`config.mk`:
```
export PLATFORM = sky130hd
export DESIGN_NAME = vid_expand_sched
export DESIGN_NICKNAME = d
export VERILOG_FILES = /design/src/rtl/vxs_pkg.sv /design/src/rtl/vxs_raster.sv /design/src/rtl/vxs_vmap.sv /design/src/rtl/vxs_hmap.sv /design/src/rtl/vxs_blend.sv /design/src/rtl/vid_expand_sched.sv
export SDC_FILE = /design/constraint.sdc
export NUM_CORES = 1
export LEC_CHECK = 0
export CAP_MARGIN = 20
export CORE_ASPECT_RATIO = 1.25
export CORE_UTILIZATION = 65
export DETAILED_ROUTE_END_ITERATION = 7
export DONT_BUFFER_PORTS = 1
export GPL_ROUTABILITY_DRIVEN = 1
export MAX_ROUTING_LAYER = met4
export PLACE_DENSITY = 0.9
export SYNTH_ARGS = -nofsm -noshare
export SYNTH_HDL_FRONTEND = slang
export SYNTH_HIERARCHICAL = 1
export SYNTH_SLANG_ARGS = --single-unit
```
`constraint.sdc`:
```
create_clock -name clk_i -period 6.9 [get_ports clk_i]
set_clock_uncertainty 0.15 [all_clocks]
set_input_delay 1.38 -clock clk_i [delete_from_list [all_inputs] [get_ports clk_i]]
set_output_delay 1.38 -clock clk_i [all_outputs]
set_load 0.005 [all_outputs]
```
`src/rtl/vxs_pkg.sv`:
```
package vxs_pkg;

    typedef struct packed {
        logic [1:0] len;
        logic       hwin;
        logic       vavg;
        logic       havg;
        logic       nib;
        logic       wide;
        logic [1:0] lines;
    } vxs_cfg_t;

    // Pull one pel out of a packed word; 4-bit pels are scaled to 8 bits.
    function automatic logic [7:0] pick_pel(input logic [15:0] w,
                                            input logic [1:0]  k,
                                            input logic        nib);
        logic [3:0] n;
        if (nib) begin
            n = w[4*k +: 4];
            return {n, 4'b0000};
        end
        return k[0] ? w[15:8] : w[7:0];
    endfunction

endpackage

```
`src/rtl/vxs_raster.sv`:
```
module vxs_raster #(
    parameter int ROW_W  = 9,
    parameter int SLOT_W = 9
) (
    input  logic              clk_i,
    input  logic              rst_ni,
    input  logic              field_start_i,
    input  logic              field_par_i,
    input  logic              line_start_i,
    input  logic              pix_en_i,
    output logic              par_o,
    output logic [ROW_W-1:0]  row_o,
    output logic [SLOT_W-1:0] slot_o
);
    localparam logic [ROW_W-1:0]  ROW_IDLE  = '1;
    localparam logic [ROW_W-1:0]  ROW_TOP   = ROW_IDLE - 1'b1;
    localparam logic [SLOT_W-1:0] SLOT_IDLE = '1;

    typedef struct packed {
        logic              par;
        logic [ROW_W-1:0]  row;
        logic [SLOT_W-1:0] slot;
    } rst_t;

    rst_t s_d, s_q;

    always_comb begin
        s_d = s_q;
        if (field_start_i) begin
            s_d.par  = field_par_i;
            s_d.row  = ROW_IDLE;
            s_d.slot = SLOT_IDLE;
        end else if (line_start_i) begin
            if (s_q.row != ROW_TOP) s_d.row = s_q.row + 1'b1;
            s_d.slot = '0;
        end else if (pix_en_i && s_q.slot != SLOT_IDLE) begin
            s_d.slot = s_q.slot + 1'b1;
        end
    end

    always_ff @(posedge clk_i or negedge rst_ni) begin
        if (!rst_ni) s_q <= '{par: 1'b0, row: ROW_IDLE, slot: SLOT_IDLE};
        else         s_q <= s_d;
    end

    assign par_o  = s_q.par;
    assign row_o  = s_q.row;
    assign slot_o = s_q.slot;

endmodule

```
`src/rtl/vxs_vmap.sv`:
```
module vxs_vmap #(
    parameter int ROW_W  = 9,
    parameter int LINE_W = 8
) (
    input  logic [1:0]        lines_i,
    input  logic [1:0]        len_i,
    input  logic              vavg_i,
    input  logic              par_i,
    input  logic [ROW_W-1:0]  row_i,
    output logic [LINE_W-1:0] line_a_o,
    output logic [LINE_W-1:0] line_b_o,
    output logic              vmix_o,
    output logic              row_act_o,
    output logic              bad_o
);
    localparam logic [ROW_W-1:0] BASE_ROWS = ROW_W'(60);

    logic [1:0]       lc, nc;
    logic [ROW_W-1:0] base, last;

    always_comb begin
        lc        = (len_i == 2'd3) ? 2'd2 : len_i;
        nc        = (lines_i == 2'd3) ? 2'd2 : lines_i;
        last      = (BASE_ROWS << nc) - 1'b1;
        row_act_o = row_i < (BASE_ROWS << lc);
        bad_o     = vavg_i && lc == 2'd2 && nc == 2'd0;
        if (lc >= nc) base = row_i >> (lc - nc);
        else          base = row_i << (nc - lc);
        line_a_o = LINE_W'(base);
        line_b_o = LINE_W'(base);
        vmix_o   = 1'b0;
        if (vavg_i && lc == nc && par_i && base != last) begin
            line_b_o = LINE_W'(base + 1'b1);
            vmix_o   = 1'b1;
        end
        if (vavg_i && {1'b0, lc} == {1'b0, nc} + 3'd1 && row_i[0] && base != last) begin
            line_b_o = LINE_W'(base + 1'b1);
            vmix_o   = 1'b1;
        end
    end

endmodule

```
`src/rtl/vxs_hmap.sv`:
```
module vxs_hmap #(
    parameter int SLOT_W = 9,
    parameter int PEL_W  = 8,
    parameter int WORD_W = 6
) (
    input  logic              wide_i,
    input  logic              nib_i,
    input  logic              havg_i,
    input  logic              hwin_i,
    input  logic [SLOT_W-1:0] slot_i,
    output logic [PEL_W-1:0]  ka_o,
    output logic [PEL_W-1:0]  kb_o,
    output logic [WORD_W-1:0] word_a_o,
    output logic [WORD_W-1:0] word_b_o,
    output logic              hmix_o,
    output logic              slot_act_o
);
    localparam int          FULL_SLOTS = 1 << PEL_W;
    localparam logic [3:0]  LOG_MIN    = 4'd6;

    logic [3:0]       lp, lw, d;
    logic [PEL_W-1:0] s8, last;
    logic [PEL_W:0]   pc;
    logic             hi;

    always_comb begin
        lp         = LOG_MIN + {3'b0, wide_i} + {3'b0, nib_i};
        lw         = hwin_i ? 4'd7 : 4'd8;
        slot_act_o = slot_i < SLOT_W'(hwin_i ? FULL_SLOTS / 2 : FULL_SLOTS);
        s8         = slot_i[PEL_W-1:0];
        pc         = (PEL_W+1)'(1) << lp;
        last       = PEL_W'(pc - 1'b1);
        d          = (lw >= lp) ? lw - lp : 4'd0;
        ka_o       = (lw >= lp) ? (s8 >> d) : (s8 << 1);
        case (d)
            4'd1:    hi = s8[0];
            4'd2:    hi = s8[1];
            default: hi = 1'b0;
        endcase
        hmix_o   = havg_i && hi && ka_o != last;
        kb_o     = hmix_o ? ka_o + 1'b1 : ka_o;
        word_a_o = nib_i ? WORD_W'(ka_o >> 2) : WORD_W'(ka_o >> 1);
        word_b_o = nib_i ? WORD_W'(kb_o >> 2) : WORD_W'(kb_o >> 1);
    end

endmodule

```
`src/rtl/vxs_blend.sv`:
```
module vxs_blend
    import vxs_pkg::*;
#(
    parameter int PEL_W = 8
) (
    input  logic             clk_i,
    input  logic             rst_ni,
    input  logic             pix_en_i,
    input  logic             blank_i,
    input  logic             nib_i,
    input  logic             hmix_i,
    input  logic             vmix_i,
    input  logic [1:0]       ka_i,
    input  logic [1:0]       kb_i,
    input  logic [15:0]      wd_aa_i,
    input  logic [15:0]      wd_ab_i,
    input  logic [15:0]      wd_ba_i,
    input  logic [15:0]      wd_bb_i,
    output logic [PEL_W-1:0] pel_o,
    output logic             blank_o
);
    typedef struct packed {
        logic [PEL_W-1:0] pel;
        logic             blank;
    } out_t;

    out_t o_d, o_q;
    logic [PEL_W-1:0] a0, a1, b0, b1, ha, hb, vv;
    logic [PEL_W:0]   sa, sb, sv;

    always_comb begin
        a0 = pick_pel(wd_aa_i, ka_i, nib_i);
        a1 = pick_pel(wd_ab_i, kb_i, nib_i);
        b0 = pick_pel(wd_ba_i, ka_i, nib_i);
        b1 = pick_pel(wd_bb_i, kb_i, nib_i);
        sa = {1'b0, a0} + {1'b0, a1};
        sb = {1'b0, b0} + {1'b0, b1};
        ha = hmix_i ? sa[PEL_W:1] : a0;
        hb = hmix_i ? sb[PEL_W:1] : b0;
        sv = {1'b0, ha} + {1'b0, hb};
        vv = vmix_i ? sv[PEL_W:1] : ha;
        o_d = o_q;
        if (pix_en_i) begin
            o_d.blank = blank_i;
            o_d.pel   = blank_i ? '0 : vv;
        end
    end

    always_ff @(posedge clk_i or negedge rst_ni) begin
        if (!rst_ni) o_q <= '{pel: '0, blank: 1'b1};
        else         o_q <= o_d;
    end

    assign pel_o   = o_q.pel;
    assign blank_o = o_q.blank;

    AST_HOLD_IDLE: assert property (@(posedge clk_i) disable iff (!rst_ni)
        !pix_en_i |=> $stable(o_q.pel) && $stable(o_q.blank));

endmodule

```
`src/rtl/vid_expand_sched.sv`:
```
module vid_expand_sched
    import vxs_pkg::*;
#(
    parameter int ROW_W  = 9,
    parameter int SLOT_W = 9,
    parameter int LINE_W = 8,
    parameter int PEL_W  = 8,
    parameter int WORD_W = 6
) (
    input  logic              clk_i,
    input  logic              rst_ni,
    input  logic [8:0]        cfg_i,
    input  logic              field_start_i,
    input  logic              field_par_i,
    input  logic              line_start_i,
    input  logic              pix_en_i,
    output logic [LINE_W-1:0] line_a_o,
    output logic [LINE_W-1:0] line_b_o,
    output logic [WORD_W-1:0] word_a_o,
    output logic [WORD_W-1:0] word_b_o,
    input  logic [15:0]       wd_aa_i,
    input  logic [15:0]       wd_ab_i,
    input  logic [15:0]       wd_ba_i,
    input  logic [15:0]       wd_bb_i,
    output logic [PEL_W-1:0]  pel_o,
    output logic              blank_o,
    output logic              cfg_err_o
);
    localparam logic [WORD_W:0] WORDS_WIDE = (WORD_W+1)'(1) << WORD_W;

    vxs_cfg_t          cfg;
    logic              par, vmix, hmix, row_act, slot_act, bad;
    logic [ROW_W-1:0]  row;
    logic [SLOT_W-1:0] slot;
    logic [PEL_W-1:0]  ka, kb;
    logic              err_d, err_q;

    assign cfg = vxs_cfg_t'(cfg_i);

    vxs_raster #(.ROW_W(ROW_W), .SLOT_W(SLOT_W)) u_raster (
        .clk_i(clk_i), .rst_ni(rst_ni), .field_start_i(field_start_i),
        .field_par_i(field_par_i), .line_start_i(line_start_i), .pix_en_i(pix_en_i),
        .par_o(par), .row_o(row), .slot_o(slot));

    vxs_vmap #(.ROW_W(ROW_W), .LINE_W(LINE_W)) u_vmap (
        .lines_i(cfg.lines), .len_i(cfg.len), .vavg_i(cfg.vavg), .par_i(par),
        .row_i(row), .line_a_o(line_a_o), .line_b_o(line_b_o), .vmix_o(vmix),
        .row_act_o(row_act), .bad_o(bad));

    vxs_hmap #(.SLOT_W(SLOT_W), .PEL_W(PEL_W), .WORD_W(WORD_W)) u_hmap (
        .wide_i(cfg.wide), .nib_i(cfg.nib), .havg_i(cfg.havg), .hwin_i(cfg.hwin),
        .slot_i(slot), .ka_o(ka), .kb_o(kb), .word_a_o(word_a_o), .word_b_o(word_b_o),
        .hmix_o(hmix), .slot_act_o(slot_act));

    vxs_blend #(.PEL_W(PEL_W)) u_blend (
        .clk_i(clk_i), .rst_ni(rst_ni), .pix_en_i(pix_en_i),
        .blank_i(!(row_act && slot_act)), .nib_i(cfg.nib), .hmix_i(hmix), .vmix_i(vmix),
        .ka_i(ka[1:0]), .kb_i(kb[1:0]), .wd_aa_i(wd_aa_i), .wd_ab_i(wd_ab_i),
        .wd_ba_i(wd_ba_i), .wd_bb_i(wd_bb_i), .pel_o(pel_o), .blank_o(blank_o));

    always_comb begin
        err_d = err_q | bad;
    end

    always_ff @(posedge clk_i or negedge rst_ni) begin
        if (!rst_ni) err_q <= 1'b0;
        else         err_q <= err_d;
    end

    assign cfg_err_o = err_q;

    AST_ERR_STICKY: assert property (@(posedge clk_i) disable iff (!rst_ni)
        cfg_err_o |=> cfg_err_o);
    AST_BAD_PLAIN: assert property (@(posedge clk_i) disable iff (!rst_ni)
        bad |-> !vmix && line_a_o == line_b_o);
    AST_ROWS_BLANK: assert property (@(posedge clk_i) disable iff (!rst_ni)
        pix_en_i && !row_act |=> blank_o && pel_o == '0);
    AST_VMIX_NEXT: assert property (@(posedge clk_i) disable iff (!rst_ni)
        vmix |-> line_b_o == line_a_o + 1'b1);
    AST_WORD_RANGE: assert property (@(posedge clk_i) disable iff (!rst_ni)
        row_act && slot_act && !cfg.wide |-> {1'b0, word_a_o} < (WORDS_WIDE >> 1)
            && {1'b0, word_b_o} < (WORDS_WIDE >> 1));

endmodule

```
==> results_dict.tcl <==
set metrics [dict create \
    status "finished, violations left" \
    violations "DRC, setup timing" \
    met2_wirelength_mm 11.2 \
    switching_share 0.480 \
    dieArea_um2 9740 \
    crit_buf_inv 5 \
    gr-usage-all-layers 0.487 \
    combPwrFrac 0.763 \
    slowest_delay_ns 0.43 \
    grt_pass1_wl_mm 35.4 \
    routed_via_density 7.66 \
    worst_pin_slew_ns 0.968 \
    gp_congestion 1.07 \
    crit_type "input port to flop" \
    slowest_stage "fa_2" \
    dr.pass1.iters 8 \
    power_switching_uw 1130 \
    setup.worst_path.start_class "input port" \
    drive_above_1_share 0.357 \
    clkPwrFrac 0.098 \
    cts_root_buf "clkbuf_16" \
    rr_worst_depth 24 \
    dp.final_hpwl_mm 15.1 \
    hold_buffers 0 \
    cts_made_buffers 5 \
    syn_area_per_cell_um2 8.10 \
    start_util 0.666 \
    utilization 0.846 \
    critical_path.top_delay_family "compound AO/OA/AOI/OAI gates" \
    fillCellCount 465 \
    antennaDiodeCount 0 \
    wirelength_mm 24.4 \
    holdCritStartpoint "cfg_err_o" \
    clk_pin_slew_ns 0.05 \
    fin_area_um2 7720 \
    p_total_uw 2360 \
    cap_violations 0 \
    powerDensity_nw_per_um2 306 \
    p_int_uw 1230 \
    place_area_um2 7070 \
    core_area_um2 9130 \
    cts_tree "built" \
    wl_met1_mm 7.51 \
    critPathArrivalTime_ns 7.88 \
    drtAntennaViolNets 0 \
    crit_top_cell "ha_4" \
    slew_viol_final 0 \
    setup_tns_ns -4.87 \
    antenna_found_initial 0 \
    ys_warn_count 6 \
    syn_nets 877 \
    io_buffers 0 \
    fin_crit_ns 7.88 \
    seqPwrFrac 0.140 \
    setup_ws_ns -0.976 \
    htree_num_levels 2 \
    die_x_um 88.5 \
    grt_pass1_vias 7379 \
    rows 39 \
    wl_per_cell_um 24.9 \
    syn-cell-area_um2 6070 \
    ios 117 \
    gr-total-overflow 0 \
    clk_latency_ns 0.28 \
    finalSetupViolations 7 \
    crit_fanout 52 \
    rsz0062_at_grt "true" \
    hold_violations 0 \
    crit_cells 32 \
    whs_path_depth 1 \
    maxSlewHeadroom 0.348 \
    wl_met3_mm 2.77 \
    fmax_mhz 127 \
    crit_path_end_kind "flop" \
    crit_required_ns 6.90 \
    synthCells 750 \
    drtIter0Drc 971 \
    crit_start "cfg_i[3]" \
    drc 11 \
    p_leak_uw 0.00333 \
    clock-sinks 29 \
    areaGrowthSynthToFinish_pct 27.1 \
    via_count 7492 \
    reg2reg_from "u_raster/slot_o[6]" \
    grt_max_degree 53 \
    routed.top_layer "met4" \
    clock_tree.buffer_depth 2 \
    holdCritPathClass "flop to flop" \
    die-height_um 110 \
    period_share 1.14 \
    ir_drop_uv 173 \
    layout.nets 981 \
    dp_slack_ns -1.12 \
]
==> final cells by class <==
cell class	count	area, um2	share of cell area
clock inverters	1	5.00	0.000648
well taps	123	154	0.0199
flip-flops and latches	29	749	0.0970
clock buffers	7	153	0.0198
multi-input cells	639	5380	0.697
inverters	40	175	0.0227
repair buffers	139	1110	0.143
==> path summary, 6_finish.rpt <==
kind | slack, ns | end
max | -0.98 | u_blend/pel_o[6]
min | 0.37 | cfg_err_o
max reg2reg | 0.60 | u_blend/pel_o[6]
min reg2reg | 0.37 | cfg_err_o
max in group asynchronous | 5.78 | u_raster/row_o[7]
min in group asynchronous | 0.64 | u_raster/par_o
==> power groups by stage <==
stage | clock, uW | sequential [uW] | combinational (uW)
after detailed placement | 0 | 324 | 1490
after global routing | 237 | 338 | 1910
after floorplan | 0 | 285 | 1050
final | 231 | 330 | 1800
after global placement | 0 | 316 | 1390
after CTS | 229 | 323 | 1600
==> per-stage QoR <==
stage          instances  hold WS (ns)
5_1_grt              978         0.379
3_3_place_gp         953         0.336
6_report             978         0.367
4_1_cts              973         0.368
2_1_floorplan        750         0.306
3_5_place_dp         953         0.354
==> sequential cells by signal (all words and copies together) (netlist names) <==
signal	count
cfg_err_o	1
u_blend/blank_o	1
u_blend/pel_o	8
u_raster/par_o	1
u_raster/row_o	9
u_raster/slot_o	9
==> metal layers <==
metal / up-vias / GRT usage
li1: 2987 / -
met1: 3351 / 0.461
met2: 808 / 0.805
met3: 346 / 0.138
met4: 0 / 0.424
met5: - / -
==> timing repair <==
action | in CTS | in global routing
gates cloned | 1 | 0
endpoints found under the setup margin | 7 | 8
endpoints found under the hold margin | 0 | 0
setup buffers | 12 | 6
gates resized for setup | 45 | 33
pin swaps | 41 | 44
==> worst register-to-register path: stages (launching register included) <==
cell and delay [ns]:
dfstp_2 0.65, or3b_1 0.39, a2111o_1 0.43, a211oi_2 0.31, o311ai_4 0.15, nor3_4 0.26, nor2_4 0.10, xnor2_4 0.21
buf_6 0.16, buf_6 0.11, mux2i_1 0.23, nor2_1 0.10, ha_1 0.37, nor2b_1 0.17, o21ai_1 0.23, a21boi_1 0.15
o21a_1 0.20, or3_4 0.33, a31o_4 0.23, ha_4 0.21, a211o_1 0.32, or2_4 0.26, mux2i_1 0.15, a221o_1 0.18
o221ai_2 0.10
==> cells in the final DEF, fill, tap and decap left out, types with 5 or more instances in the layout <==
cell type	n
o21ai_1	15
a21oi_1	32
mux2i_1	47
dfrtp_1	10
a21o_1	6
nor2b_1	9
nor3_1	10
buf_6	9
a311o_1	5
dfstp_2	19
a221o_1	5
mux4_2	7
and2_1	6
o211ai_1	14
buf_4	128
xor2_1	10
mux2_2	25
a211oi_1	7
nand2b_1	17
ha_4	10
or3_1	8
o21ai_0	35
a21oi_2	8
nand3_1	16
ha_1	30
nor2_1	64
nand2_1	62
o21a_1	6
nand4_1	8
nor3b_1	5
xnor2_1	11
o22ai_1	8
inv_1	33
and3_1	5
clkbuf_16	6
Note: power is estimated with default switching activity, not from simulation.
